File: config.mk
export PLATFORM = sky130hd
export DESIGN_NAME = spi_burst_master
export DESIGN_NICKNAME = d
export VERILOG_FILES = /design/src/rtl/spi_burst_master.sv
export SDC_FILE = /design/constraint.sdc
export NUM_CORES = 1
export LEC_CHECK = 0
export BUFFER_PORTS_ARGS = -buffer_cell sky130_fd_sc_hd__buf_2
export CORE_MARGIN = 2
export CORE_UTILIZATION = 58
export DETAILED_ROUTE_END_ITERATION = 10
export PLACE_DENSITY_LB_ADDON = 0.2
export SLEW_MARGIN = 10
export SYNTH_ARGS = -nofsm -noshare
export SYNTH_HDL_FRONTEND = slang
export SYNTH_SLANG_ARGS = --single-unit
File: constraint.sdc
create_clock -name clk -period 3 [get_ports clk]
set_input_delay 0.15 -clock clk [delete_from_list [all_inputs] [get_ports clk]]
set_output_delay 0.15 -clock clk [all_outputs]
set_load 0.01 [all_outputs]
File: src/rtl/spi_burst_master.sv
module spi_burst_master #(
  parameter int HALF_CYC = 2,
  parameter int LEN_W    = 8,
  parameter int NCS      = 4
) (
  input  logic                   clk,
  input  logic                   rst_n,
  input  logic                   enable,
  input  logic                   master,
  input  logic                   soft_reset,
  input  logic                   cpol,
  input  logic                   cpha,
  input  logic                   lsb_first,
  input  logic [$clog2(NCS)-1:0] cs_sel,
  input  logic                   cs_sw_own,
  input  logic                   cs_sw_level,
  input  logic                   start,
  input  logic [LEN_W-1:0]       burst_len,
  output logic                   busy,
  output logic                   done,
  input  logic [7:0]             tx_data,
  input  logic                   tx_empty,
  output logic                   tx_pop,
  output logic [7:0]             rx_data,
  output logic                   rx_push,
  output logic                   sclk,
  output logic                   mosi,
  input  logic                   miso,
  output logic [NCS-1:0]         cs_n
);

  localparam int DIV_W = (HALF_CYC > 1) ? $clog2(HALF_CYC) : 1;
  localparam logic [DIV_W-1:0] DIV_LAST = DIV_W'(HALF_CYC - 1);

  typedef enum logic [1:0] {IDLE, FETCH, SHIFT} st_t;

  st_t              st;
  logic [DIV_W-1:0] div;
  logic [3:0]       ph;
  logic [LEN_W-1:0] rem;
  logic [7:0]       txs, rxs, rx_next;
  logic             sclk_r;

  wire run      = enable & ~soft_reset;
  wire accept   = run & master & start & (st == IDLE);
  wire edge_now = run & (st == SHIFT) & (div == DIV_LAST);
  wire smp      = edge_now & (ph[0] == cpha);
  wire shf      = edge_now & (cpha ? (~ph[0] & (ph != 4'd0)) : (ph[0] & (ph != 4'd15)));

  assign rx_next = lsb_first ? {miso, rxs[7:1]} : {rxs[6:0], miso};
  assign rx_data = rx_next;
  assign rx_push = smp & (ph == (cpha ? 4'd15 : 4'd14));
  assign tx_pop  = run & (st == FETCH) & ~tx_empty;
  assign mosi    = (st == SHIFT) & (lsb_first ? txs[0] : txs[7]);
  assign sclk    = cpol ^ sclk_r;
  assign busy    = (st != IDLE);

  always_comb begin
    cs_n = '1;
    if (enable) begin
      if (cs_sw_own)  cs_n[cs_sel] = cs_sw_level;
      else if (busy)  cs_n[cs_sel] = 1'b0;
    end
  end

  always_ff @(posedge clk or negedge rst_n) begin
    if (!rst_n) begin
      st <= IDLE; div <= '0; ph <= '0; rem <= '0;
      txs <= '0; rxs <= '0; sclk_r <= 1'b0; done <= 1'b0;
    end else if (!run) begin
      st <= IDLE; div <= '0; ph <= '0; sclk_r <= 1'b0; done <= 1'b0;
    end else begin
      done <= 1'b0;
      case (st)
        IDLE: if (accept) begin
          if (burst_len == '0) done <= 1'b1;
          else begin
            rem <= burst_len;
            st  <= FETCH;
          end
        end
        FETCH: if (!tx_empty) begin
          txs <= tx_data;
          st  <= SHIFT;
          div <= '0;
          ph  <= '0;
        end
        SHIFT: if (edge_now) begin
          div    <= '0;
          sclk_r <= ~sclk_r;
          if (smp) rxs <= rx_next;
          if (shf) txs <= lsb_first ? {1'b0, txs[7:1]} : {txs[6:0], 1'b0};
          if (ph == 4'd15) begin
            ph  <= '0;
            rem <= rem - 1'b1;
            if (rem == LEN_W'(1)) begin
              st   <= IDLE;
              done <= 1'b1;
            end else st <= FETCH;
          end else ph <= ph + 1'b1;
        end else div <= div + 1'b1;
        default: st <= IDLE;
      endcase
    end
  end

  assert_one_cs_R1: assert property (@(posedge clk) disable iff (!rst_n)
    $countones(~cs_n) <= 1);
  assert_sclk_rest_R3: assert property (@(posedge clk) disable iff (!rst_n)
    (st != SHIFT) |-> (sclk == cpol));
  assert_done_idle_R7: assert property (@(posedge clk) disable iff (!rst_n)
    done |-> !busy);
  assert_no_pop_empty_R8: assert property (@(posedge clk) disable iff (!rst_n)
    tx_pop |-> !tx_empty);
  assert_push_in_byte_R9: assert property (@(posedge clk) disable iff (!rst_n)
    rx_push |-> (st == SHIFT));
  assert_stop_idle_R10: assert property (@(posedge clk) disable iff (!rst_n)
    (soft_reset || !enable) |=> (!busy && !done));

endmodule

## After elaboration in Yosys (flattened, before gate mapping)

Cells that the tools add are included.

| word-level totals | value |
|---|---|
| bits in registers | 33 |
| output and inout bits | 18 |
| word-level logic and storage cells | 115 |

| cells by class | value |
|---|---|
| $add $sub $neg | 3 |
| magnitude comparators | 2 |
| equality and inequality tests | 21 |
| multiplexer cells | 46 |
| bitwise logic cells | 21 |
| reduce and logical (&&, ||, !) cells | 14 |

Operators with widths:

| cell | number |
|---|---|
| 2-to-1 mux 8 bit | 9 |
| one-hot mux 8 bit (2 select lines) | 2 |
| 2-to-1 mux 4 bit | 7 |
| 2-to-1 mux 1 bit | 17 |
| bitwise AND 1 bit | 14 |
| 2-to-1 mux 2 bit | 6 |
| inequality test 3 bit (second input constant) | 4 |
| inequality test 2 bit (second input constant) | 5 |
| AND reduction 5 bit | 2 |
| == test 8 x 1 -> 1 bit (second input constant) | 1 |
| logical NOT 8 bit | 1 |
| one-hot mux 4 bit (2 select lines) | 1 |
| subtractor 8 x 1 -> 8 bit (second input constant) | 1 |
| inequality test 2 x 1 -> 1 bit (second input constant) | 3 |
| one-hot mux 2 bit (3 select lines) | 1 |
| AND reduction 6 bit | 1 |
| nonzero test 2 bit | 3 |
| adder 4 x 1 -> 4 bit (second input constant) | 1 |
| == test 4 bit | 1 |
| == test 4 bit (second input constant) | 1 |
| inequality test 4 bit (second input constant) | 1 |
| NOT 1 bit | 4 |
| NOT 4 bit | 1 |
| OR 4 bit | 1 |
| other kinds (17) | 19 |

## Depth between registers and ports, before layout

Gate-level depths: netlist of run 1.

| logic depth | value |
|---|---|
| word-level depth | 8 |
| mapped depth | 7 |

## Worst setup path before layout of run 1

OpenSTA, ideal clock, no wires.

| timing path | value |
|---|---|
| path kind | register -> register |
| start | register rem[3] |
| end | register done |
| setup time | 71 ps |
| arrival | 1836 ps |
| required time | 2929 ps |
| path slack | 1093 ps |
| cell stages (with the launch flop) | 5 |
| path buffers | 0 |
| period minus slack after synthesis | 1907 ps |
| path through | dfrtp_1 > or4_4 > or4b_4 > o32a_1 > nor2_1 |

| between the ends | value |
|---|---|
| word-level cells in the longest chain between the ends | 6 |

Ends and longest elaborated chain:

| item | RTL line | text |
|---|---|---|
| start, declared | 40 | `logic [LEN_W-1:0] rem;` |
| start signal, assigned | 78 | `rem <= burst_len;` |
| start signal, assigned | 95 | `rem <= rem - 1'b1;` |
| == test 8 x 1 -> 1 bit | 96 | `if (rem == LEN_W'(1)) begin` |
| 2-to-1 mux 1 bit | 96 |  |
| 2-to-1 mux 1 bit | 93 | `if (ph == 4'd15) begin` |
| 2-to-1 mux 1 bit | 88 | `SHIFT: if (edge_now) begin` |
| one-hot mux 1 bit (2 select lines) | 74 | `case (st)` |
| 2-to-1 mux 1 bit | 70 | `end else if (!run) begin` |
| end signal, assigned | 69 | `txs <= '0; rxs <= '0; sclk_r <= 1'b0; done <= 1'b0;` |
| end signal, assigned | 71 | `st <= IDLE; div <= '0; ph <= '0; sclk_r <= 1'b0; done <= 1'b0;` |
| end signal, assigned | 76 | `if (burst_len == '0) done <= 1'b1;` |
| end, declared | 20 | `output logic done,` |

No other way between the ends.
A chain may end at the register's enable or synchronous reset.

## Worst setup path in the final report of run 1

| timing path | value |
|---|---|
| start | register st[1] |
| end | output port rx_push |

| between the ends | value |
|---|---|
| word-level cells in the longest chain between the ends | 5 |

Ends and longest elaborated chain:

| item | RTL line | text |
|---|---|---|
| start, declared | 37 | `st_t st;` |
| start signal, assigned | 68 | `st <= IDLE; div <= '0; ph <= '0; rem <= '0;` |
| start signal, assigned | 71 |  |
| start signal, assigned | 79 | `st <= FETCH;` |
| == test 2 bit | 46 | `wire edge_now = run & (st == SHIFT) & (div == DIV_LAST);` |
| bitwise AND 1 bit (2 in a row) | 46 |  |
| bitwise AND 1 bit | 47 | `wire smp = edge_now & (ph[0] == cpha);` |
| bitwise AND 1 bit | 52 | `assign rx_push = smp & (ph == (cpha ? 4'd15 : 4'd14));` |
| end, declared | 25 | `output logic rx_push,` |

No other way between the ends.

==> impl_metrics.toml, run 1 <==
[finish]
nets = 296
fill_cells = 286
stdcell_area_mm2 = 0.00244
drive_above_1_share = 0.328
multi_input_area_mm2 = 0.00116
syn_to_final_growth_pct = 13.9
final-seq-area_um2 = 826
diodes = 0

[floorplanning]
io_pins = 49
die-area_mm2 = 0.00419
initial_utilization = 0.593
rows = 22
die_w_um = 64.7
coreArea_mm2 = 0.00361
fp.dieH_um = 64.7

[pwr]
power_density_mw_per_mm2 = 399
irDropWorstVdd_v = 0.000278
power_leakage_nw = 1.12

[logic_synthesis]
netlist_top_cells_area = "dfrtp_1, mux2_2, mux2i_1"
yosysSeqAreaShare = 0.386
synth_adder_area_share = 0.0234
syn_avg_cell_area_um2 = 9.77
synth_top_family_by_area = "simple AND/OR/NAND/NOR gates"
synth_top_area_cell = "dfrtp_1"
synth_cells = 219
synth_nets = 254
synth-seq-cells = 33
synthTopCellsByCount = "dfrtp_1, a21oi_1, mux2_2, nand2_1, nor2_1"
synth_compound_area_frac = 0.164
synth_xor_xnor_area_share = 0.0164
synth_edf_count = 0
ys.flop_type = "dfrtp_1"
ys_warn_count = 0
synth.most_common_cell = "dfrtp_1"
synth.area.mux_share = 0.160
yosysTopAreaCellShare = 0.386
synth_area_mm2 = 0.00214
synth_cell_types = 47
synthSimpleGateAreaFrac = 0.180
synthArstFlopShare = 1.00

[hold_path]
hold_path_class = "in2reg"

[clocking]
cts-hold-fix-buffers = 1
cts_buffers = 5
clkLatencyLatePin_ns = 0.28
cts_setup_buffers = 0
path_clk_slew_ns = 0.06
cts_buffer_depth = 2
cts_resized = 0
cts_tree = "done"
cts_sinks = 33
root_buffer = "clkbuf_8"
htreeDepth = 2

[timing]
finalSetupTns_ns = 0
setup_viol = 0
tightest_slew_ns = 0.860
hold_viol_final = 0
fin_skew_ns = 0.00442
maxSlewViolCount = 0
rsz0062_at_grt = "no"
fin_crit_ns = 2.28
relSlewSlack = 0.427
timing.fmax_ghz = 0.438
timing.final.crit_share = 0.760

[flow_run]
max-cap-violations = 0

[drt]
wl_per_cell_um = 14.1
drtIter0Drc = 93
viasPerCell = 5.81
antenna_left = 0
drc_errors = 0
wl_um = 4370
vias = 1801
firstDrtPassIters = 4

[global_route]
track_usage = 0.229
use_met2 = 0.374
grt_pass1_wl_um = 7470
grt_pass1_vias = 1703
met3_usage = 0.0642
use_met1 = 0.299
grt_start_max_net_pins = 34
antenna_found_initial = 0
grt_remaining_overflow = 0
gr-max-usage-layer = "met2"

[critical_path]
cp-start-kind = "register"
path_cells = "nand3b_1, nor3_2, and4_1, buf_2"
crit_fanout = 13
crit_required_ns = 2.85
critPathKind = "reg2out"
slowest_delay_ns = 0.61
endpoint_kind = "output pin"
crit_slowest_cell = "nor3_2"
worstPathArrival_ns = 2.13

[outcome]
status = "complete, no violations"

[place]
io_buffers = 48
placed_area_mm2 = 0.00234
place_hpwl_um = 3170
gp_congestion = 0.876
==> sequential cells by signal, summed over array words and instances (netlist names) <==
signal  cells
sclk_r      1
rxs         8
st          2
rem         8
done        1
ph          4
div         1
txs         8
==> final cells by class <==
| cell class | count | share of cell area |
|---|---|---|
| Timing Repair Buffer | 50 | 0.106 |
| Clock buffer | 6 | 0.0298 |
| Clock inverter | 2 | 0.00411 |
| Sequential cell | 33 | 0.339 |
| Inverter | 12 | 0.0185 |
| Tap cell | 48 | 0.0247 |
| Multi-Input combinational cell | 159 | 0.478 |
==> stage by stage <==
stage	power [W]	util	setup slack (ns)	hold slack [ns]	cells
detailed placement	0.000661	0.650	0.967	0.248	301
global placement	0.000660	0.650	0.992	0.251	301
finish	0.000972	0.676	0.719	0.159	310
CTS	0.000984	0.676	0.705	0.154	310
floorplan	0.000605	-	1.09	-0.146	219
global route	0.00103	0.676	0.498	0.167	310
==> placed cells by master, fill, tap and decap left out, types with 2 or more instances in the layout <==
| cell type | count |
|---|---|
| buf_2 | 48 |
| dfrtp_1 | 33 |
| mux2_2 | 18 |
| a21oi_1 | 18 |
| nand2_1 | 16 |
| nor2_1 | 16 |
| mux2i_1 | 14 |
| inv_1 | 12 |
| o21ai_0 | 7 |
| nand3_1 | 6 |
| clkbuf_8 | 5 |
| or3_1 | 4 |
| xor2_1 | 4 |
| nand4_1 | 4 |
| nor3_1 | 4 |
| a41oi_1 | 4 |
| ha_1 | 4 |
| nor4_1 | 3 |
| o31ai_1 | 3 |
| o211ai_1 | 2 |
| nand2b_1 | 2 |
| nand3b_1 | 2 |
| or3b_2 | 2 |
| nor2b_1 | 2 |
| o32ai_1 | 2 |
| o2bb2ai_1 | 2 |
| a31o_2 | 2 |
| clkinv_2 | 2 |
==> metal layers <==
metal / part of all wire / vias up / wire, µm
met5: 0 / - / 0
met4: 0.0082 / 0 / 36
met3: 0.075 / 6 / 329
met2: 0.46 / 71 / 2030
met1: 0.45 / 839 / 1970
li1: - / 885 / -
==> final timing paths <==
kind | to | slack, ns | cells past startpoint | start
setup / recovery | rx_push | 0.72 | 4 | st[1]
hold / removal | txs[6] | 0.16 | 3 | tx_data[6]
setup reg to reg | txs[7] | 0.93 | 5 | st[1]
hold reg to reg | rxs[0] | 0.51 | 1 | rxs[0]
max in group asynchronous | rxs[5] | 2.06 | 2 | rst_n
min in group asynchronous | rxs[0] | 0.46 | 2 | rst_n
==> cells by family (layout without fill, tap and decap cells) <==
kind of cell / after synthesis / count (layout)
AO/OA/AOI/OAI: 48 / 48
XOR/XNOR: 4 / 4
adder cells (fa/ha/maj): 4 / 4
buffers and inverters: 27 / 70
flip-flops: 33 / 33
multiplexers: 32 / 32
AND/OR/NAND/NOR: 71 / 71
==> where the power goes <==
| group | switching, W | total, W | internal (W) |
|---|---|---|---|
| clock network | 0.000156 | 0.000317 | 0.000161 |
| logic | 0.0000808 | 0.000151 | 0.0000701 |
| registers | 0.0000297 | 0.000504 | 0.000475 |
| total | 0.000267 | 0.000972 | 0.000705 |
==> critical path: cells and delay by family, from the launching register on <==
kind,cells,cell delay [ns]
buffers and inverters,1,0.12
DFF,1,0.59
and+or+nand+nor,3,1.14
Power figures use the tool's default switching activity.
==> inputs of run 2 (changes only) <==
- CORE_UTILIZATION: 58 -> 54
- clock period: 3 -> 2.15 ns (I/O delays scaled with it)
==> run 2 against run 1 <==
Effect of this change: clock skew hardly changed; clock power grew 46%; final area rose by 2.6%; wire length rose by 9.7%; worst setup slack worse by 0.56 ns; global-route usage is 1.2 points higher; final cell count is 2.6% higher; first-iteration DRC count is 12% higher; die area up 6.9%; clock-buffer cell count decreased by 1; largest power group unchanged; highest routed layer unchanged.
==> impl_metrics.toml, run 2 (synthesis results as in run 1) <==
[outcome]
status = "complete, no violations"

[critical_path]
cp-start-kind = "register"
path_cells = "or4_4, or4b_4, o32a_1, nor2_1"
crit_fanout = 7
crit_slowest_cell = "or4_4"
endpoint_kind = "register"
slowest_delay_ns = 0.56
crit_required_ns = 2.37
worstPathArrival_ns = 2.21
critPathKind = "reg2reg"

[drt]
drtIter0Drc = 104
antenna_left = 0
vias = 1846
firstDrtPassIters = 4
viasPerCell = 5.81
wl_um = 4790
drc_errors = 0
wl_per_cell_um = 15.1

[timing]
maxSlewViolCount = 0
rsz0062_at_grt = "no"
setup_viol = 0
timing.final.crit_share = 0.925
tightest_slew_ns = 0.734
finalSetupTns_ns = 0
fin_hold_ws_ns = 0.105
relSlewSlack = 0.511
timing.fmax_ghz = 0.503
fin_skew_ns = 0.00484
fin_crit_ns = 1.99
hold_viol_final = 0

[floorplanning]
rows = 22
coreArea_mm2 = 0.00374
die-area_mm2 = 0.00448
io_pins = 49
fp.dieH_um = 66.9
die_w_um = 66.9
initial_utilization = 0.572

[global_route]
antenna_found_initial = 0
track_usage = 0.241
grt_pass1_vias = 1760
grt_start_max_net_pins = 34
grt_remaining_overflow = 0
grt_pass1_wl_um = 8090

[finish]
syn_to_final_growth_pct = 16.8
nets = 304
final_common_cell = "buf_2"
reg_top3 = "rem x8, rxs x8, txs x8"
fill_cells = 334
most-common-layout-cells = "buf_2, dfrtp_1, mux2_2, a21oi_1"
diodes = 0
drive_above_1_share = 0.352

[clocking]
cts_buffer_depth = 2
path_clk_slew_ns = 0.07
cts_sinks = 33
htreeDepth = 2
cts_buffers = 5
cts_tree = "done"
root_buffer = "clkbuf_8"
clkLatencyLatePin_ns = 0.29
cts_setup_buffers = 0

[pwr]
power_density_mw_per_mm2 = 552
irDropWorstVdd_v = 0.000531
power_leakage_nw = 1.16

[hold_path]
hold_path_class = "in2reg"

[place]
place_hpwl_um = 3540
io_buffers = 48
gp_congestion = 0.879

[flow_run]
max-cap-violations = 0
==> run 2: cell count changes in the layout (fill, tap and decap cells not counted) <==
cell        previous run  this run
buf_4                  1         9
clkbuf_1               1         0
clkinvlp_4             0         1
==> run 2: power by group <==
| part | total [W] | switching, W | leakage, nW | internal (W) |
|---|---|---|---|---|
| Combinational | 0.000214 | 0.000115 | 0.707 | 0.0000993 |
| Sequential | 0.000703 | 0.0000413 | 0.411 | 0.000662 |
| Clock | 0.000463 | 0.000240 | 0.0439 | 0.000223 |
==> run 2: worst max-delay path, delay by kind of cell, from the launching register on <==
family | cells | cell delay [ns]
AOI/OAI and AO/OA | 1 | 0.34
DFF | 1 | 0.44
and+or+nand+nor | 3 | 1.14
==> run 2: what timing repair did <==
action                                 4_1_cts  5_1_grt
endpoints found under the hold margin       33        0
gates resized for setup                      0        0
hold buffers                                 1        0
==> run 2: worst paths after layout <==
kind / slack [ns] / to / from / depth (start not counted)
worst max-delay path: 0.16 / done / rem[3] / 4
worst min-delay path: 0.11 / txs[6] / tx_data[6] / 3
worst max register to register: 0.16 / done / rem[3] / 4
worst min register to register: 0.53 / rem[5] / rem[5] / 1
max in group asynchronous: 1.27 / rem[5] / rst_n / 2
min in group asynchronous: 0.41 / st[1] / rst_n / 2
==> run 2: layout make-up <==
cell class / instances / area, µm² / area share
inverter: 12 / 45.0 / 0.0180
clock buffer: 5 / 68.8 / 0.0275
timing repair buffer: 58 / 318 / 0.127
tap: 48 / 60.1 / 0.0240
sequential: 33 / 826 / 0.330
multi-input combinational: 159 / 1160 / 0.466
clock inverter: 3 / 17.5 / 0.00701
==> run 2: metal layers <==
metal  up-vias  track usage  routed length (µm)  part of all wire
met5         -            0                   0                 0
met4         0       0.0816                  48             0.010
met3         4       0.0507                 207             0.043
met2        44        0.400                2360              0.49
met1       898        0.310                2180              0.45
li1        900            -                   -                 -
==> run 2: through the flow <==
| stage | util | setup slack [ns] | cell area (µm²) | instances | total power [W] |
|---|---|---|---|---|---|
| global placement | 0.642 | 0.203 | 2400 | 309 | 0.000923 |
| global route | 0.668 | 0.0647 | 2500 | 318 | 0.00145 |
| CTS | 0.668 | 0.159 | 2500 | 318 | 0.00139 |
| detailed placement | 0.642 | 0.183 | 2400 | 309 | 0.000927 |
| finish | 0.668 | 0.162 | 2500 | 318 | 0.00138 |
| floorplan | - | 0.243 | 2140 | 219 | 0.000844 |
